<file path="src/rtl/serreg_pkg.sv">
package serreg_pkg;
  typedef enum logic [1:0] {
    PH_MODE = 2'd0,
    PH_ADDR = 2'd1,
    PH_DATA = 2'd2,
    PH_SKIP = 2'd3
  } phase_t;
endpackage

</file>
<file path="src/rtl/serreg_edge.sv">
// Registers the serial pins on the system clock and marks shift-clock edges.
module serreg_edge (
  input  logic clk,
  input  logic rst,
  input  logic ce_i,
  input  logic sck_i,
  input  logic sdi_i,
  output logic ce_s,
  output logic sdi_s,
  output logic sck_rise,
  output logic sck_fall
);
  logic sck_s, sck_d;

  always_ff @(posedge clk) begin
    if (rst) begin
      ce_s  <= 1'b0;
      sck_s <= 1'b0;
      sck_d <= 1'b0;
      sdi_s <= 1'b0;
    end else begin
      ce_s  <= ce_i;
      sck_s <= sck_i;
      sck_d <= sck_s;
      sdi_s <= sdi_i;
    end
  end

  assign sck_rise = sck_s & ~sck_d;
  assign sck_fall = ~sck_s & sck_d;
endmodule

</file>
<file path="src/rtl/serreg_regfile.sv">
// Byte register file: one write port, one asynchronous read port.
module serreg_regfile #(
  parameter int ADDR_W = 4,
  parameter int DATA_W = 8
) (
  input  logic              clk,
  input  logic              rst,
  input  logic              we_i,
  input  logic              lock_i,
  input  logic [ADDR_W-1:0] waddr_i,
  input  logic [DATA_W-1:0] wdata_i,
  input  logic [ADDR_W-1:0] raddr_i,
  output logic [DATA_W-1:0] rdata_o
);
  localparam int DEPTH = 1 << ADDR_W;

  logic [DATA_W-1:0] mem [DEPTH];

  always_ff @(posedge clk) begin
    if (we_i && !lock_i) mem[waddr_i] <= wdata_i;
  end

  assign rdata_o = mem[raddr_i];

  // a locked byte leaves the target entry untouched
  p_lock_keeps_r8: assert property (@(posedge clk) disable iff (rst)
    (we_i && lock_i) |=> mem[$past(waddr_i)] == $past(mem[waddr_i]));

  // a completed, unlocked byte lands in the addressed entry
  p_byte_lands_r7: assert property (@(posedge clk) disable iff (rst)
    (we_i && !lock_i) |=> mem[$past(waddr_i)] == $past(wdata_i));
endmodule

</file>
<file path="src/rtl/serreg_frame_ctl.sv">
// Frame parser: mode, address and data phases, burst addressing, read shifter.
module serreg_frame_ctl
  import serreg_pkg::*;
#(
  parameter int ADDR_W     = 4,
  parameter int DATA_W     = 8,
  parameter int MODE_W     = 4,
  parameter int WINDOW_CYC = 50_000_000
) (
  input  logic              clk,
  input  logic              rst,
  input  logic              ce_s,
  input  logic              sdi_s,
  input  logic              sck_rise,
  input  logic              sck_fall,
  input  logic [DATA_W-1:0] rdata_i,
  output logic [ADDR_W-1:0] raddr_o,
  output logic [ADDR_W-1:0] waddr_o,
  output logic [DATA_W-1:0] wdata_o,
  output logic              we_o,
  output logic              sdo_o,
  output logic              sdo_oe_o
);
  localparam int CNT_W = $clog2(DATA_W);
  localparam int WIN_W = $clog2(WINDOW_CYC + 1);
  localparam logic [CNT_W-1:0] MODE_LAST = CNT_W'(MODE_W - 1);
  localparam logic [CNT_W-1:0] ADDR_LAST = CNT_W'(ADDR_W - 1);
  localparam logic [CNT_W-1:0] DATA_LAST = CNT_W'(DATA_W - 1);
  localparam logic [WIN_W-1:0] WIN_LAST  = WIN_W'(WINDOW_CYC - 1);

  phase_t            phase;
  logic [CNT_W-1:0]  cnt;
  logic [DATA_W-1:0] sh_in, sh_out, nxt;
  logic [ADDR_W-1:0] addr;
  logic [WIN_W-1:0]  win_cnt;
  logic              is_rd, expired, tmo, act, byte_end;

  always_comb begin
    nxt      = {sh_in[DATA_W-2:0], sdi_s};
    tmo      = (win_cnt == WIN_LAST);
    act      = ce_s && !expired && !tmo && (phase != PH_SKIP);
    byte_end = sck_rise && act && (phase == PH_DATA) && (cnt == DATA_LAST);
    raddr_o  = (phase == PH_ADDR) ? nxt[ADDR_W-1:0] : addr + ADDR_W'(1);
    we_o     = byte_end && !is_rd;
    waddr_o  = addr;
    wdata_o  = nxt;
  end

  always_ff @(posedge clk) begin
    if (rst || !ce_s) begin
      phase    <= PH_MODE;
      cnt      <= '0;
      win_cnt  <= '0;
      expired  <= 1'b0;
      is_rd    <= 1'b0;
      sdo_o    <= 1'b0;
      sdo_oe_o <= 1'b0;
      if (rst) begin
        sh_in  <= '0;
        sh_out <= '0;
        addr   <= '0;
      end
    end else begin
      if (!expired && !tmo) win_cnt <= win_cnt + WIN_W'(1);
      if (tmo) begin
        expired  <= 1'b1;
        phase    <= PH_SKIP;
        sdo_oe_o <= 1'b0;
      end
      if (sck_rise && act) begin
        sh_in <= nxt;
        cnt   <= cnt + CNT_W'(1);
        case (phase)
          PH_MODE: if (cnt == MODE_LAST) begin
            cnt <= '0;
            if (nxt[MODE_W-2:0] == '0) begin
              is_rd <= nxt[MODE_W-1];
              phase <= PH_ADDR;
            end else begin
              phase <= PH_SKIP;
            end
          end
          PH_ADDR: if (cnt == ADDR_LAST) begin
            cnt    <= '0;
            addr   <= nxt[ADDR_W-1:0];
            phase  <= PH_DATA;
            sh_out <= rdata_i;
          end
          PH_DATA: if (cnt == DATA_LAST) begin
            cnt    <= '0;
            addr   <= addr + ADDR_W'(1);
            sh_out <= rdata_i;
          end
          default: ;
        endcase
      end
      if (sck_fall && act && (phase == PH_DATA) && is_rd) begin
        sdo_o    <= sh_out[DATA_W-1];
        sh_out   <= {sh_out[DATA_W-2:0], 1'b0};
        sdo_oe_o <= 1'b1;
      end
    end
  end

  // chip-enable low releases the data-out line
  p_idle_release_r1: assert property (@(posedge clk) disable iff (rst)
    !ce_s |=> !sdo_oe_o);

  // output drive only in the data phase of a read frame
  p_oe_read_data_r5: assert property (@(posedge clk) disable iff (rst)
    sdo_oe_o |-> (is_rd && phase == PH_DATA));

  // data-out moves only on a falling shift-clock edge
  p_dout_on_fall_r4: assert property (@(posedge clk) disable iff (rst)
    (ce_s && !sck_fall) |=> $stable(sdo_o));

  // a nibble outside the register bank parks the frame
  p_bad_mode_skip_r3: assert property (@(posedge clk) disable iff (rst)
    (sck_rise && act && phase == PH_MODE && cnt == MODE_LAST &&
     nxt[MODE_W-2:0] != '0) |=> phase == PH_SKIP);

  // the burst address steps by one, wrapping at the top
  p_addr_step_r6: assert property (@(posedge clk) disable iff (rst)
    byte_end |=> addr == $past(addr) + ADDR_W'(1));

  // after the window limit nothing is driven or stored
  p_window_quiet_r9: assert property (@(posedge clk) disable iff (rst)
    expired |-> (!sdo_oe_o && !we_o));
endmodule

</file>
<file path="src/rtl/serreg_slave.sv">
// Top: serial register access slave.
module serreg_slave #(
  parameter int ADDR_W     = 4,
  parameter int DATA_W     = 8,
  parameter int MODE_W     = 4,
  parameter int WINDOW_CYC = 50_000_000
) (
  input  logic clk,
  input  logic rst,
  input  logic ce_i,
  input  logic sck_i,
  input  logic sdi_i,
  input  logic wr_lock_i,
  output logic sdo_o,
  output logic sdo_oe_o
);
  logic              ce_s, sdi_s, sck_rise, sck_fall, we;
  logic [ADDR_W-1:0] raddr, waddr;
  logic [DATA_W-1:0] rdata, wdata;

  serreg_edge u_edge (
    .clk(clk), .rst(rst), .ce_i(ce_i), .sck_i(sck_i), .sdi_i(sdi_i),
    .ce_s(ce_s), .sdi_s(sdi_s), .sck_rise(sck_rise), .sck_fall(sck_fall)
  );

  serreg_frame_ctl #(
    .ADDR_W(ADDR_W), .DATA_W(DATA_W), .MODE_W(MODE_W), .WINDOW_CYC(WINDOW_CYC)
  ) u_ctl (
    .clk(clk), .rst(rst), .ce_s(ce_s), .sdi_s(sdi_s),
    .sck_rise(sck_rise), .sck_fall(sck_fall), .rdata_i(rdata),
    .raddr_o(raddr), .waddr_o(waddr), .wdata_o(wdata), .we_o(we),
    .sdo_o(sdo_o), .sdo_oe_o(sdo_oe_o)
  );

  serreg_regfile #(.ADDR_W(ADDR_W), .DATA_W(DATA_W)) u_rf (
    .clk(clk), .rst(rst), .we_i(we), .lock_i(wr_lock_i),
    .waddr_i(waddr), .wdata_i(wdata), .raddr_i(raddr), .rdata_o(rdata)
  );
endmodule

</file>
<file path="config.mk">
export PLATFORM = sky130hd
export DESIGN_NAME = serreg_slave
export DESIGN_NICKNAME = d
export VERILOG_FILES = /design/src/rtl/serreg_pkg.sv /design/src/rtl/serreg_edge.sv /design/src/rtl/serreg_regfile.sv /design/src/rtl/serreg_frame_ctl.sv /design/src/rtl/serreg_slave.sv
export SDC_FILE = /design/constraint.sdc
export NUM_CORES = 1
export LEC_CHECK = 0
export ABC_AREA = 1
export BUFFER_PORTS_ARGS = -buffer_cell sky130_fd_sc_hd__buf_4
export CAP_MARGIN = 10
export CORE_AREA = 2 2 177 179
export DETAILED_ROUTE_END_ITERATION = 16
export DIE_AREA = 0 0 179 181
export PLACE_DENSITY = 0.43
export REMOVE_ABC_BUFFERS = 1
export SETUP_SLACK_MARGIN = 0.02
export SYNTH_ARGS = -nofsm -noshare
export SYNTH_HDL_FRONTEND = slang
export SYNTH_SLANG_ARGS = --single-unit
</file>
<file path="constraint.sdc">
create_clock -name clk -period 3.4 [get_ports clk]
set_input_delay 0.34 -clock clk [delete_from_list [all_inputs] [get_ports clk]]
set_output_delay 0.34 -clock clk [all_outputs]
set_load 0.1 [all_outputs]
</file>
==> results of run 1 <==
-- final cells by class --
type	instances	area, um2
Tap cell	396	495.5
Timing Repair Buffer	28	235.2
Sequential cell	186	5195
Inverter	183	686.9
Clock inverter	14	160.2
Fill cell	3186	20250
Multi-Input combinational cell	610	2905
Clock buffer	17	425.4
-- sequential cells by signal (all words and copies together) (netlist names) --
signal / cells
u_rf.mem: 128
u_edge.sdi_s: 1
u_ctl.sdo_oe_o: 1
u_ctl.cnt: 3
u_edge.sck_s: 1
u_edge.ce_s: 1
u_ctl.is_rd: 1
u_ctl.phase: 2
u_ctl.sh_in: 7
u_ctl.sh_out: 8
u_ctl.win_cnt: 26
u_ctl.sdo_o: 1
u_edge.sck_d: 1
u_ctl.expired: 1
u_ctl.waddr_o: 4
-- worst max path at each step --
stage                       to  slack [ps]  depth (start not counted)
5_1_grt         u_rf.mem[4][4]         380                          8
3_5_place_dp    u_rf.mem[4][1]         630                          8
6_report        u_rf.mem[4][4]         550                          8
3_3_place_gp    u_rf.mem[1][5]         720                          8
4_1_cts         u_rf.mem[4][5]         610                          8
2_1_floorplan  u_ctl.sh_out[2]         990                          9
-- critical path, stage by stage (launching register included) --
cell	delay, ps
dfxtp_1	450
inv_1	130
nand2_1	50
buf_4	180
inv_1	60
nand2_1	60
nor3_1	490
nand3_1	350
nor2_1	700
-- layout by cell type (no fill, tap or decap), types with 2 or more instances in the layout --
master        n
xnor2_1       2
o211ai_1      3
inv_2         6
buf_12        2
edfxtp_1    147
inv_6         5
clkinvlp_4    2
nor3_1       14
nand4_1       4
o21ai_1       3
a21oi_1      31
bufinv_16     2
nand2_1     237
inv_8         2
nand3b_1      2
ha_1         10
inv_1       177
nand2_4       2
nand3_2       2
clkinv_2      2
o21ai_2       4
dfxtp_1      39
nand2_2       4
nand4_2       2
clkbuf_16    17
nor2_1       91
nor3b_1       2
nand3_1     166
xor2_1       11
o21ai_0       9
buf_4        26
-- per-stage QoR --
stage               hold WS, ps  std cells  setup slack [ps]
floorplan                 411.2        979             994.4
global placement          440.9       1403             721.5
detailed placement        444.7       1403             625.3
CTS                       80.37       1434             607.3
global route              98.73       1434             381.8
finish                    101.4       1434             552.0
-- logic make-up after synthesis --
family                     Yosys count  share of synthesized area [%]
adders and majority gates           10                          1.387
and+or+nand+nor                    531                          25.81
buffers and inverters              220                          10.22
xor gates and xnor gates            14                          1.442
AOI/OAI and AO/OA                   55                          3.564
DFF                                186                          57.58
-- report_power, final --
part	internal, uW	switching, uW
clock network	1100	934
registers	2470	25.8
logic	111	278
total	3680	1240
-- metal layers --
metal	wire length (um)	track usage, %	vias up
met1	12410	23.31	3164
met3	846	2.609	23
met2	11080	24.45	130
li1	-	-	3294
met5	0	0	-
met4	320	4.130	0
==> flow_summary.toml, run 1 <==
[power]
finalPower_uw = 4915
peakVddDrop_uv = 256.0
leakagePower_uw = 0.004122
power_density_nw_per_um2 = 486.5

[placement]
hpwl_um = 15800
dpl_cell_area_um2 = 9518
gp_congestion = 0.8049
port_buffers = 7

[timing]
min_period_ps = 2848
rsz0062_at_grt = "false"
skew_ps = 10.88
setup_viol = 0
max_slew_margin_pct = 35.28
drv_slew = 0
tightest_slew_ps = 970.8
tns_ps = 0
finalHoldViolCount = 0
fin_crit_sh_pct = 83.76
timing.fmax_ghz = 0.3511

[synth]
yosysMostFrequentCell = "nand2_1"
synth.area.top_cells = "edfxtp_1 49%, nand2_1 9.9%, nand3_1 9.2%"
synth_seq_cells = 186
synth_top_cell_area_share_pct = 48.93
syn_inst = 1016
synth_edf_count = 147
synth_area_um2 = 9022
ys_types = 39
async_flop_share_pct = 0
yosysWarnings = 0
yosysTopAreaCell = "edfxtp_1"
synth_top_flop_cell = "edfxtp_1"
ys_seq_area_share_pct = 57.58
synth_common_cells = "237 x nand2_1, 177 x inv_1, 166 x nand3_1"
avgSynthCellArea_um2 = 8.880

[cts]
hold_buffers = 0
postCtsSetupBuffers = 0
cts.path.max_buffers = 2
htree_levels = 4
clkSinkCount = 186
cts_made_buffers = 17
cts_resized = 0
path_clk_slew_ps = 70
worstSkewPairLatency_ps = 440
cts_tree = "yes"
root_buffer = "clkbuf_16"

[critical_path]
critPathMaxFanout = 13
reg2reg_depth = 8
reg2reg_from = "u_ctl.phase[0]"
cp-start-kind = "flip-flop"
path_class = "reg -> reg"
crit_required_ps = 3460
endpoint_kind = "flip-flop"
r2r-end = "u_rf.mem[4][4]"
startpoint = "u_ctl.phase[0]"
reg2reg_slack_ps = 550
arrival_ps = 2910

[global_route]
gr-usage-all-layers_pct = 15.96
grt_overflow = 0
grt_pass1_wl_um = 38470
grt_pass1_vias = 6464
grt_max_degree = 62
antenna_found_initial = 0

[detailed_routing]
vias_per_cell = 4.610
routed_wl_um = 24660
drt-wirelength-per-cell_um = 17.19
drc_errors = 0
first_pass_iters = 5
via_count = 6611
ant_nets = 0
drt_iter0_markers = 473

[floorplan]
core_um2 = 30350
initial_utilization_pct = 29.73
num_rows = 64
dieHeight_um = 181
dieArea_um2 = 32400
ios = 8
die-width_um = 179

[min_path]
whs_endpoint = "u_edge.ce_s"
hold-path-cell-count = 3
hold_start = "ce_i"
holdCritPathClass = "in -> reg"

[cells_and_area]
final_cell_area_um2 = 10100
layout-drive-gt1-share_pct = 8.189
area_delta_synth_final_pct = 11.98
antenna_cells = 0
fin_nets = 1042
final_core_util_pct = 33.29

[flow_run]
maxCapViolations = 0

[run_status]
outcome = "finished clean"
(Power assumes the default switching activity.)
==> inputs of run 2 (changes only) <==
==> constraint.sdc (replaced) <==
create_clock -name clk -period 2.9 [get_ports clk]
set_input_delay 0.29 -clock clk [delete_from_list [all_inputs] [get_ports clk]]
set_output_delay 0.29 -clock clk [all_outputs]
set_load 0.1 [all_outputs]
==> flow_summary.toml, run 2 (synthesis gave the netlist of run 1 again) <==
[cts]
cts_made_buffers = 17
cts_resized = 0
hold_buffers = 0
postCtsSetupBuffers = 0
clkSinkCount = 186
root_buffer = "clkbuf_16"
htree_levels = 4
path_clk_slew_ps = 70
cts_tree = "yes"
cts.path.max_buffers = 2
worstSkewPairLatency_ps = 440

[detailed_routing]
drt_iter0_markers = 632
routed_wl_um = 24740
drc_errors = 0
vias_per_cell = 4.640
first_pass_iters = 5
ant_nets = 0
via_count = 6714
drt-wirelength-per-cell_um = 17.10

[critical_path]
critPathMaxStageDelay_ps = 340
r2r-end = "u_rf.mem[7][3]"
path_depth = 9
cp_top_family = "simple AND/OR/NAND/NOR gates"
reg2reg_depth = 9
endpoint_kind = "flip-flop"
reg2reg_from = "u_ctl.win_cnt[0]"
path_buf_inv = 2
worst_path_max_delay_cell = "dfxtp_1"
path_class = "reg -> reg"
reg2reg_slack_ps = 350
arrival_ps = 2690
crit_path_cell_trace = "ha_1, nand3_1, nor2_1, nand2_2, nand4_2, inv_1, nand3_1, nor2_1, buf_4"
crit_required_ps = 3040
cp-start-kind = "flip-flop"
critPathMaxFanout = 8

[cells_and_area]
area_delta_synth_final_pct = 12.99
layout_common_cells = "237 x nand2_1, 177 x inv_1, 166 x nand3_1, 147 x edfxtp_1, 91 x nor2_1"
largest_reg_flops = 128
fin_nets = 1054
antenna_cells = 0
layout-drive-gt1-share_pct = 9.229
largest_register = "u_rf.mem"
largest_registers = "u_rf.mem: 128 flops, u_ctl.win_cnt: 26 flops, u_ctl.sh_out: 8 flops"
layout_commonest_cell = "nand2_1"

[global_route]
grt_overflow = 0
grt_pass1_vias = 6367
grt_pass1_wl_um = 38540
grt_max_degree = 62
antenna_found_initial = 0
gr-usage-all-layers_pct = 16.05

[floorplan]
die-width_um = 179
ios = 8
dieHeight_um = 181
num_rows = 64
dieArea_um2 = 32400
initial_utilization_pct = 29.73
core_um2 = 30350

[timing]
drv_slew = 0
fin_crit_sh_pct = 87.91
max_slew_margin_pct = 31.75
timing.fmax_ghz = 0.3922
tns_ps = 0
skew_ps = 12.45
finalHoldViolCount = 0
rsz0062_at_grt = "false"
tightest_slew_ps = 1024
setup_viol = 0
min_period_ps = 2549

[min_path]
hold-path-cell-count = 3
holdCritPathClass = "in -> reg"
hold_start = "ce_i"
whs_endpoint = "u_edge.ce_s"

[placement]
gp_congestion = 0.8052
port_buffers = 7
hpwl_um = 16410

[power]
leakagePower_uw = 0.004180
power_density_nw_per_um2 = 555.9
peakVddDrop_uv = 301.9
finalPower_uw = 5668

[run_status]
outcome = "finished clean"

[flow_run]
maxCapViolations = 0
## run 2: changes by cell type in the layout (fill, tap and decap cells not counted), sizes merged
cell / delta
inv: +1
clkinv: +2
bufinv: -2
buf: +12
## run 2: how the worst max path moves through the flow
stage                            endpoint        startpoint  slack [ps]
after floorplan           u_ctl.sh_out[2]    u_ctl.phase[0]         490
after global placement     u_rf.mem[7][3]  u_ctl.win_cnt[0]         340
after detailed placement   u_rf.mem[7][4]  u_ctl.win_cnt[0]         360
after CTS                  u_rf.mem[7][3]  u_ctl.win_cnt[0]         350
after global routing       u_rf.mem[7][3]  u_ctl.win_cnt[0]         100
final                      u_rf.mem[7][3]  u_ctl.win_cnt[0]         350
## run 2: per-layer routing
metal / global-route usage (%) / wire [um] / vias up / share of wire, %
met5: 0 / 0 / - / 0
met4: 4.455 / 318 / 0 / 1.3
met3: 2.588 / 873 / 22 / 3.5
met2: 23.82 / 11100 / 116 / 45
met1: 24.03 / 12450 / 3264 / 50
li1: - / - / 3312 / -
## run 2: cell type report
type	count	area, um2
clock buffers	17	425.4
fillers	3160	20150
clock inverters	15	148.9
flip-flops and latches	186	5195
well taps	396	495.5
multi-input cells	610	2905
repair buffers	40	337.8
inverters	183	686.9
## run 2: stage by stage
step / hold WS, ps / cells / instance area [um2] / setup slack (ps) / utilization [%]
2_1_floorplan: 361.2 / 979 / 8787 / 494.4 / -
6_report: 53.10 / 1447 / 10190 / 350.5 / 33.59
3_5_place_dp: 446.1 / 1415 / 9620 / 360.7 / 31.70
5_1_grt: 51.74 / 1447 / 10190 / 96.75 / 33.59
3_3_place_gp: 437.4 / 1415 / 9620 / 339.9 / 31.70
4_1_cts: 29.08 / 1447 / 10190 / 348.6 / 33.59
## run 2: power by group
group	internal, uW	switching [uW]
Sequential	2890	32.9
Clock	1150	1140
Combinational	136	320
## run 2: worst reg2reg max path, cell delays in order, from the launching register on
cell and delay, ps:
dfxtp_1 340, ha_1 280, nand3_1 210, nor2_1 90
nand2_2 180, nand4_2 200, inv_1 190, nand3_1 300
nor2_1 240, buf_4 210
==> inputs of run 3 (changes only) <==
--- a/config.mk
+++ b/config.mk
@@ -13,7 +13,7 @@
 export DIE_AREA = 0 0 179 181
 export PLACE_DENSITY = 0.43
 export REMOVE_ABC_BUFFERS = 1
-export SETUP_SLACK_MARGIN = 0.02
+export SETUP_SLACK_MARGIN = 0.4
 export SYNTH_ARGS = -nofsm -noshare
 export SYNTH_HDL_FRONTEND = slang
 export SYNTH_SLANG_ARGS = --single-unit
==> flow_summary.toml, run 3 (synthesis gave the netlist of run 1 again) <==
[run_status]
outcome = "finished clean"

[timing]
max_slew_margin_pct = 30.57
tightest_slew_ps = 1042
fin_crit_sh_pct = 80.82
finalHoldViolCount = 0
rsz0062_at_grt = "false"
min_period_ps = 2344
timing.fmax_ghz = 0.4266
skew_ps = 12.41
drv_slew = 0
tns_ps = 0
setup_ws_ps = 556.1
setup_viol = 0

[flow_run]
maxCapViolations = 0

[global_route]
gr-usage-all-layers_pct = 16.05
grt_overflow = 0
grt_max_degree = 62
grt_pass1_vias = 6367
antenna_found_initial = 0
grt_pass1_wl_um = 38540

[cts]
postCtsSetupBuffers = 0
root_buffer = "clkbuf_16"
htree_levels = 4
cts.path.max_buffers = 2
clkSinkCount = 186
worstSkewPairLatency_ps = 440
cts_made_buffers = 17
cts_tree = "yes"
path_clk_slew_ps = 80

[power]
peakVddDrop_uv = 299.3
leakagePower_uw = 0.004165
power_density_nw_per_um2 = 554.3

[cells_and_area]
final_core_util_pct = 33.75
area_delta_synth_final_pct = 13.52
largest_registers = "u_rf.mem: 128 flops, u_ctl.win_cnt: 26 flops, u_ctl.sh_out: 8 flops"
layout_commonest_cell = "nand2_1"
final-instance-count-excl-fill = 1447
antenna_cells = 0
layout-drive-gt1-share_pct = 9.990
nFillCells = 3157
largest_register = "u_rf.mem"
fin_nets = 1054
largest_reg_flops = 128
layout_common_cells = "237 x nand2_1, 176 x inv_1, 161 x nand3_1, 147 x edfxtp_1, 91 x nor2_1"
final_cell_area_um2 = 10240

[critical_path]
critPathMaxStageDelay_ps = 490
reg2reg_slack_ps = 560
worst_path_most_repeated_cell = "nand3_1"
endpoint_kind = "flip-flop"
crit_required_ps = 3110
reg2reg_depth = 11
crit_path_cell_trace = "inv_1, nand2_2, nand2_2, buf_12, nand2_1, nand3_1, nand3_1, nand3_1, nand3_1, nand2_1, inv_1"
worst_path_max_delay_cell = "edfxtp_1"
r2r-end = "u_ctl.sh_out[2]"
path_class = "reg -> reg"
cp-start-kind = "flip-flop"
critPathMaxFanout = 61
arrival_ps = 2550
reg2reg_from = "u_ctl.waddr_o[0]"

[floorplan]
initial_utilization_pct = 29.73
dieArea_um2 = 32400
num_rows = 64
ios = 8
dieHeight_um = 181
die-width_um = 179
core_um2 = 30350

[placement]
hpwl_um = 16410
dpl_cell_area_um2 = 9620
placedCellCount = 1415
pre_cts_slack_ps = 360.7
gp_congestion = 0.8052
port_buffers = 7

[detailed_routing]
vias_per_cell = 4.652
drt_iter0_markers = 651
ant_nets = 0
dr_wl_met2_um = 11050
drt-wirelength-per-cell_um = 17.14
drc_errors = 0
wirelength_met1_um = 12530
top_layer = "met4"
routed_wl_um = 24810
route.met3.wl_um = 919
via_count = 6732
first_pass_iters = 5

[min_path]
hold-path-cell-count = 3
hold_start = "ce_i"
whs_endpoint = "u_edge.ce_s"
holdCritPathClass = "in -> reg"
## run 3: layer usage
metal,vias to the layer above,global-route usage [%]
li1,3312,-
met1,3259,24.03
met2,143,23.82
met3,18,2.588
met4,0,4.455
met5,-,0
## run 3: area by class of cell
| type | instances | area (um2) | share of cell area [%] |
|---|---|---|---|
| clock inverter | 15 | 148.9 | 1.454 |
| inverter | 183 | 686.9 | 6.707 |
| clock buffer | 17 | 425.4 | 4.153 |
| timing repair buffer | 40 | 337.8 | 3.298 |
| multi-input combinational | 610 | 2952 | 28.82 |
| sequential | 186 | 5196 | 50.73 |
| tap | 396 | 495.5 | 4.838 |
## run 3: worst max path at each step
stage | slack (ps) | cells after the start | endpoint | start
2_1_floorplan | 490 | 9 | u_ctl.sh_out[2] | u_ctl.phase[0]
4_1_cts | 410 | 9 | u_rf.mem[6][7] | u_ctl.win_cnt[0]
3_5_place_dp | 360 | 9 | u_rf.mem[7][4] | u_ctl.win_cnt[0]
3_3_place_gp | 340 | 9 | u_rf.mem[7][3] | u_ctl.win_cnt[0]
5_1_grt | 410 | 8 | u_ctl.waddr_o[0] | u_ctl.win_cnt[0]
6_report | 560 | 11 | u_ctl.sh_out[2] | u_ctl.waddr_o[0]
## run 3: worst max-delay path, delay by kind of cell, from the launching register on
family	cells	cell delay, ps
buffers and inverters	3	500
and+or+nand+nor	8	1110
DFF	1	490
## run 3: timing repair
item	in CTS	in global routing
endpoints found under the hold margin	0	0
cloned	0	0
pin swaps	0	0
resized for setup	1	9
setup endpoints to repair	8	147
hold buffers	0	0
## run 3: stage by stage
step	hold WS [ps]	power (uW)
2_1_floorplan	361.2	3230
3_3_place_gp	437.4	3444
3_5_place_dp	446.1	3443
4_1_cts	29.08	5735
5_1_grt	51.74	5893
6_report	51.30	5677
## run 3: where the power goes
| group | total (uW) | internal [uW] | switching (uW) |
|---|---|---|---|
| registers | 2920 | 2890 | 33.6 |
| logic | 462 | 138 | 325 |
| clock network | 2290 | 1150 | 1140 |
| total | 5680 | 4170 | 1500 |
